`src/rtl/gpio_pkg.sv`:
```
package gpio_pkg;

    typedef enum logic [1:0] {
        PS_INPUT  = 2'd0,
        PS_PULLUP = 2'd1,
        PS_LOW    = 2'd2,
        PS_HIGH   = 2'd3
    } pin_state_e;

    typedef enum logic [1:0] {
        OC_RELEASE = 2'd0,
        OC_SET     = 2'd1,
        OC_CLEAR   = 2'd2,
        OC_TOGGLE  = 2'd3
    } ovr_cmd_e;

    typedef enum logic [1:0] {
        OV_FOLLOW      = 2'd0,
        OV_FORCED_HIGH = 2'd1,
        OV_FORCED_LOW  = 2'd2
    } ovr_state_e;

    localparam logic [1:0] A_PIN = 2'd0;
    localparam logic [1:0] A_DIR = 2'd1;
    localparam logic [1:0] A_LVL = 2'd2;

endpackage

```
`src/rtl/gpio_regs.sv`:
```
module gpio_regs
    import gpio_pkg::*;
#(
    parameter int W = 8
) (
    input  logic         clk,
    input  logic         rst_n,
    input  logic         we,
    input  logic [1:0]   addr,
    input  logic [W-1:0] wdata,
    output logic [W-1:0] dir_q,
    output logic [W-1:0] out_q,
    output logic         chg_pulse,
    output logic [W-1:0] chg_out,
    output logic [W-1:0] chg_dir
);
    logic [W-1:0] dir_n;
    logic [W-1:0] out_n;
    logic         hit;

    always_comb begin
        dir_n = dir_q;
        out_n = out_q;
        hit   = 1'b0;
        if (we) begin
            unique case (addr)
                A_PIN: begin
                    out_n = out_q ^ wdata;
                    hit   = 1'b1;
                end
                A_DIR: begin
                    dir_n = wdata;
                    hit   = 1'b1;
                end
                A_LVL: begin
                    out_n = wdata;
                    hit   = 1'b1;
                end
                default: hit = 1'b0;
            endcase
        end
    end

    always_ff @(posedge clk or negedge rst_n) begin
        if (!rst_n) begin
            dir_q     <= '0;
            out_q     <= '0;
            chg_pulse <= 1'b0;
            chg_out   <= '0;
            chg_dir   <= '0;
        end else begin
            dir_q     <= dir_n;
            out_q     <= out_n;
            chg_pulse <= hit;
            if (hit) begin
                chg_out <= out_n;
                chg_dir <= dir_n;
            end
        end
    end
endmodule

```
`src/rtl/gpio_ovr_fsm.sv`:
```
module gpio_ovr_fsm
    import gpio_pkg::*;
(
    input  logic       clk,
    input  logic       rst_n,
    input  logic       cmd_valid,
    input  logic [1:0] cmd,
    input  logic       lvl_bit,
    output logic       force_en,
    output logic       force_lvl
);
    ovr_state_e state_q;
    ovr_state_e state_n;
    ovr_cmd_e   cmd_e;

    assign cmd_e = ovr_cmd_e'(cmd);

    always_comb begin
        state_n = state_q;
        if (cmd_valid) begin
            unique case (cmd_e)
                OC_SET:     state_n = OV_FORCED_HIGH;
                OC_CLEAR:   state_n = OV_FORCED_LOW;
                OC_RELEASE: state_n = OV_FOLLOW;
                OC_TOGGLE: begin
                    unique case (state_q)
                        OV_FORCED_HIGH: state_n = OV_FORCED_LOW;
                        OV_FORCED_LOW:  state_n = OV_FORCED_HIGH;
                        default:        state_n = lvl_bit ? OV_FORCED_LOW : OV_FORCED_HIGH;
                    endcase
                end
                default: state_n = state_q;
            endcase
        end
    end

    always_ff @(posedge clk or negedge rst_n) begin
        if (!rst_n) state_q <= OV_FOLLOW;
        else        state_q <= state_n;
    end

    always_comb begin
        unique case (state_q)
            OV_FORCED_HIGH: begin force_en = 1'b1; force_lvl = 1'b1; end
            OV_FORCED_LOW:  begin force_en = 1'b1; force_lvl = 1'b0; end
            default:        begin force_en = 1'b0; force_lvl = 1'b0; end
        endcase
    end
endmodule

```
`src/rtl/gpio_pin_view.sv`:
```
module gpio_pin_view
    import gpio_pkg::*;
#(
    parameter int W = 8
) (
    input  logic [W-1:0]   dir_q,
    input  logic [W-1:0]   out_q,
    input  logic [W-1:0]   force_en,
    input  logic [W-1:0]   force_lvl,
    input  logic [W-1:0]   pad_in,
    input  logic [1:0]     addr,
    output logic [W-1:0]   pad_out,
    output logic [W-1:0]   pad_oe,
    output logic [2*W-1:0] pin_state,
    output logic [W-1:0]   rdata
);
    logic [W-1:0] sample;

    for (genvar i = 0; i < W; i++) begin : g_pin
        assign pad_out[i] = force_en[i] ? force_lvl[i] : out_q[i];
        assign sample[i]  = dir_q[i] ? pad_out[i] : pad_in[i];
        always_comb begin
            if (dir_q[i]) pin_state[2*i +: 2] = pad_out[i] ? PS_HIGH : PS_LOW;
            else          pin_state[2*i +: 2] = out_q[i] ? PS_PULLUP : PS_INPUT;
        end
    end

    assign pad_oe = dir_q;

    always_comb begin
        unique case (addr)
            A_PIN:   rdata = sample;
            A_DIR:   rdata = dir_q;
            A_LVL:   rdata = out_q;
            default: rdata = '0;
        endcase
    end
endmodule

```
`src/rtl/gpio_port.sv`:
```
module gpio_port
    import gpio_pkg::*;
#(
    parameter int W = 8,
    localparam int IW = (W > 1) ? $clog2(W) : 1
) (
    input  logic           clk,
    input  logic           rst_n,
    input  logic [1:0]     bus_addr,
    input  logic           bus_we,
    input  logic [W-1:0]   bus_wdata,
    output logic [W-1:0]   bus_rdata,
    input  logic [W-1:0]   pad_in,
    output logic [W-1:0]   pad_out,
    output logic [W-1:0]   pad_oe,
    output logic [2*W-1:0] pin_state,
    input  logic           ovr_valid,
    input  logic [IW-1:0]  ovr_pin,
    input  logic [1:0]     ovr_cmd,
    output logic           chg_pulse,
    output logic [W-1:0]   chg_out,
    output logic [W-1:0]   chg_dir
);
    logic [W-1:0] dir_q;
    logic [W-1:0] out_q;
    logic [W-1:0] force_en;
    logic [W-1:0] force_lvl;

    gpio_regs #(.W(W)) u_regs (
        .clk       (clk),
        .rst_n     (rst_n),
        .we        (bus_we),
        .addr      (bus_addr),
        .wdata     (bus_wdata),
        .dir_q     (dir_q),
        .out_q     (out_q),
        .chg_pulse (chg_pulse),
        .chg_out   (chg_out),
        .chg_dir   (chg_dir)
    );

    for (genvar i = 0; i < W; i++) begin : g_ovr
        gpio_ovr_fsm u_fsm (
            .clk       (clk),
            .rst_n     (rst_n),
            .cmd_valid (ovr_valid && (ovr_pin == IW'(i))),
            .cmd       (ovr_cmd),
            .lvl_bit   (out_q[i]),
            .force_en  (force_en[i]),
            .force_lvl (force_lvl[i])
        );
    end

    gpio_pin_view #(.W(W)) u_view (
        .dir_q     (dir_q),
        .out_q     (out_q),
        .force_en  (force_en),
        .force_lvl (force_lvl),
        .pad_in    (pad_in),
        .addr      (bus_addr),
        .pad_out   (pad_out),
        .pad_oe    (pad_oe),
        .pin_state (pin_state),
        .rdata     (bus_rdata)
    );
endmodule

```
`config.mk`:
```
export PLATFORM = sky130hd
export DESIGN_NAME = gpio_port
export DESIGN_NICKNAME = d
export VERILOG_FILES = /design/src/rtl/gpio_pkg.sv /design/src/rtl/gpio_regs.sv /design/src/rtl/gpio_ovr_fsm.sv /design/src/rtl/gpio_pin_view.sv /design/src/rtl/gpio_port.sv
export SDC_FILE = /design/constraint.sdc
export NUM_CORES = 1
export LEC_CHECK = 0
export BUFFER_PORTS_ARGS = -buffer_cell sky130_fd_sc_hd__buf_4
export CORE_MARGIN = 5
export CORE_UTILIZATION = 58
export DETAILED_ROUTE_END_ITERATION = 16
export PLACE_DENSITY = 0.92
export SLEW_MARGIN = 15
export SYNTH_ARGS = -nofsm -noshare
export SYNTH_HDL_FRONTEND = slang
export SYNTH_SLANG_ARGS = --single-unit
```
`constraint.sdc`:
```
create_clock -name clk -period 3 [get_ports clk]
set_input_delay 0.6 -clock clk [delete_from_list [all_inputs] [get_ports clk]]
set_output_delay 0.6 -clock clk [all_outputs]
set_load 0.01 [all_outputs]
```
==> impl_metrics.toml, run 1 <==
[global_route]
first_global_vias = 3016
top_usage_layer = "met2"
gr-usage-met3 = 0.05049
grt_usage = 0.2424
overflow = 0
use_met1 = 0.2882
grtUsageMet2 = 0.4343
grt_pass1_wl_mm = 14.34
grt_max_degree = 63
grt_antenna_before_repair = 0

[floorplan]
die_w_um = 85.30
initial_utilization = 0.5971
rows = 27
die_h_um = 85.30
dieArea_um2 = 7275
core_area_um2 = 5507
ios = 84

[setup_path]
worst_setup_path_end_kind = "primary output"
critPathArrivalTime_ns = 1.96
critPathMaxFanout = 4
cp-start-kind = "flop"
rr_startpoint = "g_ovr[5].u_fsm.state_q[0]"
critPathKind = "flop to primary output"
startpoint = "g_ovr[1].u_fsm.state_q[0]"
worstPathRequired_ns = 2.40

[logic_synthesis]
synth_top_area_frac = 0.3729
postSynthCellCount = 352
ys_seq_area_frac = 0.3729
syn_avg_cell_area_um2 = 9.341
synthTopCellsByArea = "dfrtp_1 (37%), o21ai_0 (7.2%), mux2_2 (6.8%)"
synthDistinctLibCells = 36
yosysWarnings = 0
syn_nets = 395
synth_common_cells = "dfrtp_1 (49), o21ai_0 (47), nand2_1 (29), inv_1 (23), mux2_2 (20)"
synth_area_um2 = 3288
synth_top_flop_cell = "dfrtp_1"
yosys.cell_count.top_type = "dfrtp_1"
synth_top_area_cell = "dfrtp_1"
synth_enable_flop_cells = 0
async_reset_ff_frac = 1.000
ys_ff_latch = 49

[placement]
dpl-instance-area_um2 = 3869
hpwl_mm = 6.471
gp_congestion = 0.7897
portBuffers = 83

[cells_and_area]
final_cell_area_um2 = 3955
multi_input_area_um2 = 1832
area_growth_pct = 20.28
n_antenna_cell = 0
layout.nets = 461
regArea_um2 = 1226
fill_cells = 424
layout-drive-gt1-share = 0.3007

[routing]
routed_wl_mm = 8.939
drt-vias-per-instance = 6.151
vias = 3020
drtIter0Drc = 229
avgRoutedWirePerCell_um = 18.21
first_pass_iters = 5
postRouteAntennaNets = 0
drt_drc_violations_left = 0

[cts]
clockBufferDepth = 2
htree_levels = 2
cts.clk_slew.worst_paths_ns = 0.10
cts_root_buffer = "clkbuf_8"
clock_latency_ns = 0.31
cts_made_buffers = 5
ctsResizeCount = 0
cts_hold_buf = 0
clkSinkCount = 49
cts_tree = "built"
post_cts_buffers = 0

[pwr]
total_power_w = 0.002613
pwr_density_cell_nw_per_um2 = 660.8
leakage_nw = 1.837
peakVddDrop_mv = 0.3654

[run_status]
outcome = "finished clean"

[sta]
rsz0062_at_grt = "false"
tightest_slew_ns = 0.6322
maxSlewHeadroom = 0.5726
whs_ns = 0.2942
fin_crit_sh = 0.8542
setup_viol = 0
slew_violations = 0
tns_ns = 0
finClkSkew_ns = 0.007132
fin_crit_ns = 2.563
hold_viol_final = 0
max_freq_mhz = 390.2

[min_path]
hold_class = "input port to asynchronous set/reset pin"

[flow_run]
cap_violations = 0
==> metal layers <==
metal | wire, um | vias to the layer above | part of all wire
met5 | 0 | - | 0
met4 | 189 | 0 | 0.021
met3 | 663 | 18 | 0.074
met2 | 4439 | 153 | 0.50
met1 | 3645 | 1467 | 0.41
li1 | - | 1382 | -
==> final timing paths <==
| check | end | slack, ns | cells past startpoint |
|---|---|---|---|
| max in group asynchronous | g_ovr[5].u_fsm.state_q[1] | 2.25 | 1 |
| worst min-delay path | g_ovr[1].u_fsm.state_q[0] | 0.29 | 1 |
| min in group clk | u_regs.chg_out[4] | 0.52 | 1 |
| worst max-delay path | bus_rdata[1] | 0.44 | 6 |
| worst max register to register | g_ovr[5].u_fsm.state_q[1] | 1.38 | 5 |
| worst min register to register | u_regs.chg_out[4] | 0.52 | 1 |
==> cells by family (layout without fill, tap and decap cells) <==
kind of cell	count (synthesis)	in the layout	synth area share
AO/OA/AOI/OAI	106	106	0.2131
AND/OR/NAND/NOR	100	100	0.1674
flip-flops	49	49	0.3729
buffers and inverters	49	116	0.07001
multiplexers	28	28	0.1050
adder cells (fa/ha/maj)	16	16	0.06088
XOR/XNOR	4	4	0.01065
==> where the power goes <==
group	switching [W]	total, W	internal, W
combinational	0.000569	0.00121	0.000642
sequential	0.000192	0.000999	0.000807
clock	0.000236	0.000403	0.000167
total	0.000997	0.00261	0.00162
==> registers in the layout, indices dropped and copies added, names as in the netlist <==
name,flops
u_regs.chg_dir,8
g_ovr.u_fsm.state_q,16
u_regs.out_q,8
u_regs.chg_out,8
u_regs.chg_pulse,1
u_regs.dir_q,8
==> cells in the final DEF, fill, tap and decap left out, drive strengths merged, types with 2 or more instances in the layout <==
cell	instances
and4bb	2
nand3	4
a22o	15
nand2b	14
nand3b	8
nor4b	2
a221o	8
nand2	29
dfrtp	49
o21ai	47
inv	25
o211ai	10
xnor2	4
a21oi	10
ha	16
mux2	28
o221a	4
nor2b	13
a31oi	5
and2	4
nor2	17
nand4b	2
clkbuf	6
a21boi	6
buf	84
==> per-stage QoR <==
stage	utilization	std cells	setup slack [ns]
finish	0.7182	491	0.4374
global placement	0.7026	483	0.7216
global route	0.7182	491	0.3403
CTS	0.7182	491	0.4190
floorplan	-	352	0.8279
detailed placement	0.7026	483	0.7320
==> final cells by class <==
| type | instances | share of cell area |
|---|---|---|
| clock inverters | 2 | 0.003480 |
| flip-flops and latches | 49 | 0.3100 |
| repair buffers | 84 | 0.1594 |
| well taps | 72 | 0.02278 |
| inverters | 24 | 0.02278 |
| multi-input cells | 254 | 0.4631 |
| clock buffers | 6 | 0.01835 |
==> worst max-delay path, stage by stage, from the launching register on <==
cell	delay (ns)
dfrtp_1	0.40
inv_1	0.06
ha_1	0.31
mux2_2	0.39
nor3b_1	0.22
o31ai_1	0.11
buf_4	0.17
Power figures use the tool's default switching activity.
==> run 2, diff against run 1 <==
--- a/config.mk
+++ b/config.mk
@@ -9,7 +9,7 @@
 export CORE_MARGIN = 5
 export CORE_UTILIZATION = 58
 export DETAILED_ROUTE_END_ITERATION = 16
-export PLACE_DENSITY = 0.92
+export PLACE_DENSITY = 0.86
 export SLEW_MARGIN = 15
 export SYNTH_ARGS = -nofsm -noshare
 export SYNTH_HDL_FRONTEND = slang
==> constraint.sdc (replaced) <==
create_clock -name clk -period 3 [get_ports clk]
set_input_delay 0.6 -clock clk [delete_from_list [all_inputs] [get_ports clk]]
set_output_delay 0.6 -clock clk [all_outputs]
set_load 0.005 [all_outputs]
==> run 2 against run 1 <==
Effect of this change:
- final area rose by 0.19%
- combinational power fell by 7%
- routed wire length rose by 0.15%
- final cell count did not move
- die area did not move
- highest routed layer unchanged
- critical path depth did not move
- global-route usage rose by 0.77 points
- critical path type unchanged
==> impl_metrics.toml, run 2 (synthesis results as in run 1) <==
[run_status]
outcome = "finished clean"

[flow_run]
cap_violations = 0

[placement]
place_ws_ns = 0.7838
portBuffers = 83
gp_congestion = 0.8577
dp.cells = 483
hpwl_mm = 6.389

[setup_path]
critPathMaxFanout = 4
critPathArrivalTime_ns = 1.92
cp-start-kind = "flop"
rr_startpoint = "g_ovr[4].u_fsm.state_q[0]"
startpoint = "g_ovr[0].u_fsm.state_q[0]"
worstPathRequired_ns = 2.40
worst_setup_path_end_kind = "primary output"
critPathKind = "flop to primary output"

[routing]
avgRoutedWirePerCell_um = 18.23
drt_drc_violations_left = 0
postRouteAntennaNets = 0
routed_wl_mm = 8.952
vias = 2935
drt-vias-per-instance = 5.978
first_pass_iters = 4
drtIter0Drc = 227

[pwr]
pwr_density_cell_nw_per_um2 = 640.4
leakage_nw = 1.836
peakVddDrop_mv = 0.3870

[global_route]
first_global_vias = 2885
grt_max_degree = 63
grt_pass1_wl_mm = 14.67
grt_usage = 0.2501
overflow = 0
grt_antenna_before_repair = 0

[cts]
clockBufferDepth = 2
cts_hold_buf = 0
ctsResizeCount = 0
cts_root_buffer = "clkbuf_8"
cts.clk_slew.worst_paths_ns = 0.09
htree_levels = 2
clock_latency_ns = 0.32
clkSinkCount = 49
cts_tree = "built"
post_cts_buffers = 0
cts_made_buffers = 5

[cells_and_area]
largest_reg_flops = 16
final_common_cell = "buf_4"
area_growth_pct = 20.51
mostFrequentLayoutCells = "buf_4 (84), dfrtp_1 (49), o21ai_0 (47)"
layout.nets = 461
n_antenna_cell = 0
layout.cells.non_filler = 491
layout-drive-gt1-share = 0.3031
regMostFlops = "g_ovr.u_fsm.state_q"

[floorplan]
initial_utilization = 0.5971
die_h_um = 85.30
die_w_um = 85.30
rows = 27
core_area_um2 = 5507
ios = 84
dieArea_um2 = 7275

[sta]
hold_viol_final = 0
slew_violations = 0
maxSlewHeadroom = 0.5753
rsz0062_at_grt = "false"
max_freq_mhz = 396.3
fin_crit_ns = 2.523
setup_viol = 0
tns_ns = 0
setup_slack_ns = 0.4769
whs_ns = 0.3005
tightest_slew_ns = 0.6371
fin_crit_sh = 0.8410
finClkSkew_ns = 0.01107

[min_path]
hold_class = "input port to asynchronous set/reset pin"
-- run 2: final cells by class --
| class | instances | area (um^2) |
|---|---|---|
| fill | 432 | 1544 |
| inverter | 24 | 90.09 |
| clock buffer | 5 | 68.82 |
| multi-input combinational | 254 | 1832 |
| sequential | 49 | 1226 |
| clock inverter | 3 | 25.02 |
| tap | 72 | 90.09 |
| timing repair buffer | 84 | 630.6 |
-- run 2: through the flow --
step	util	total power (W)	area, um^2
4_1_cts	0.7196	0.002545	3963
6_report	0.7196	0.002538	3963
2_1_floorplan	-	0.001590	3288
3_5_place_dp	0.7026	0.002126	3869
3_3_place_gp	0.7026	0.002066	3869
5_1_grt	0.7196	0.002706	3963
-- run 2: final timing paths --
path	end	depth (start not counted)	slack, ns
max in group asynchronous	g_ovr[5].u_fsm.state_q[1]	1	2.28
worst max-delay path	bus_rdata[0]	6	0.48
worst min register to register	u_regs.chg_out[4]	1	0.52
worst max register to register	g_ovr[4].u_fsm.state_q[1]	5	1.38
worst min-delay path	g_ovr[2].u_fsm.state_q[1]	1	0.30
min in group clk	u_regs.chg_out[4]	1	0.52
-- run 2: worst max-delay path, cell delays in order (launching register included) --
cell and delay [ns]:
dfrtp_1 0.39, inv_1 0.06, ha_1 0.32, mux2_2 0.40, o21ai_0 0.17, o21ai_0 0.12, buf_4 0.16
-- run 2: metal layers --
layer | GRT usage | share of wire | vias up
li1 | - | - | 1383
met1 | 0.3091 | 0.40 | 1422
met2 | 0.4407 | 0.51 | 114
met3 | 0.05049 | 0.061 | 16
met4 | 0.07050 | 0.019 | 0
met5 | 0 | 0 | -
-- run 2: power by group --
part	total, W	switching (W)	internal (W)
clock	0.000419	0.000249	0.000170
combinational	0.00112	0.000486	0.000637
sequential	0.000996	0.000189	0.000807
total	0.00254	0.000924	0.00161
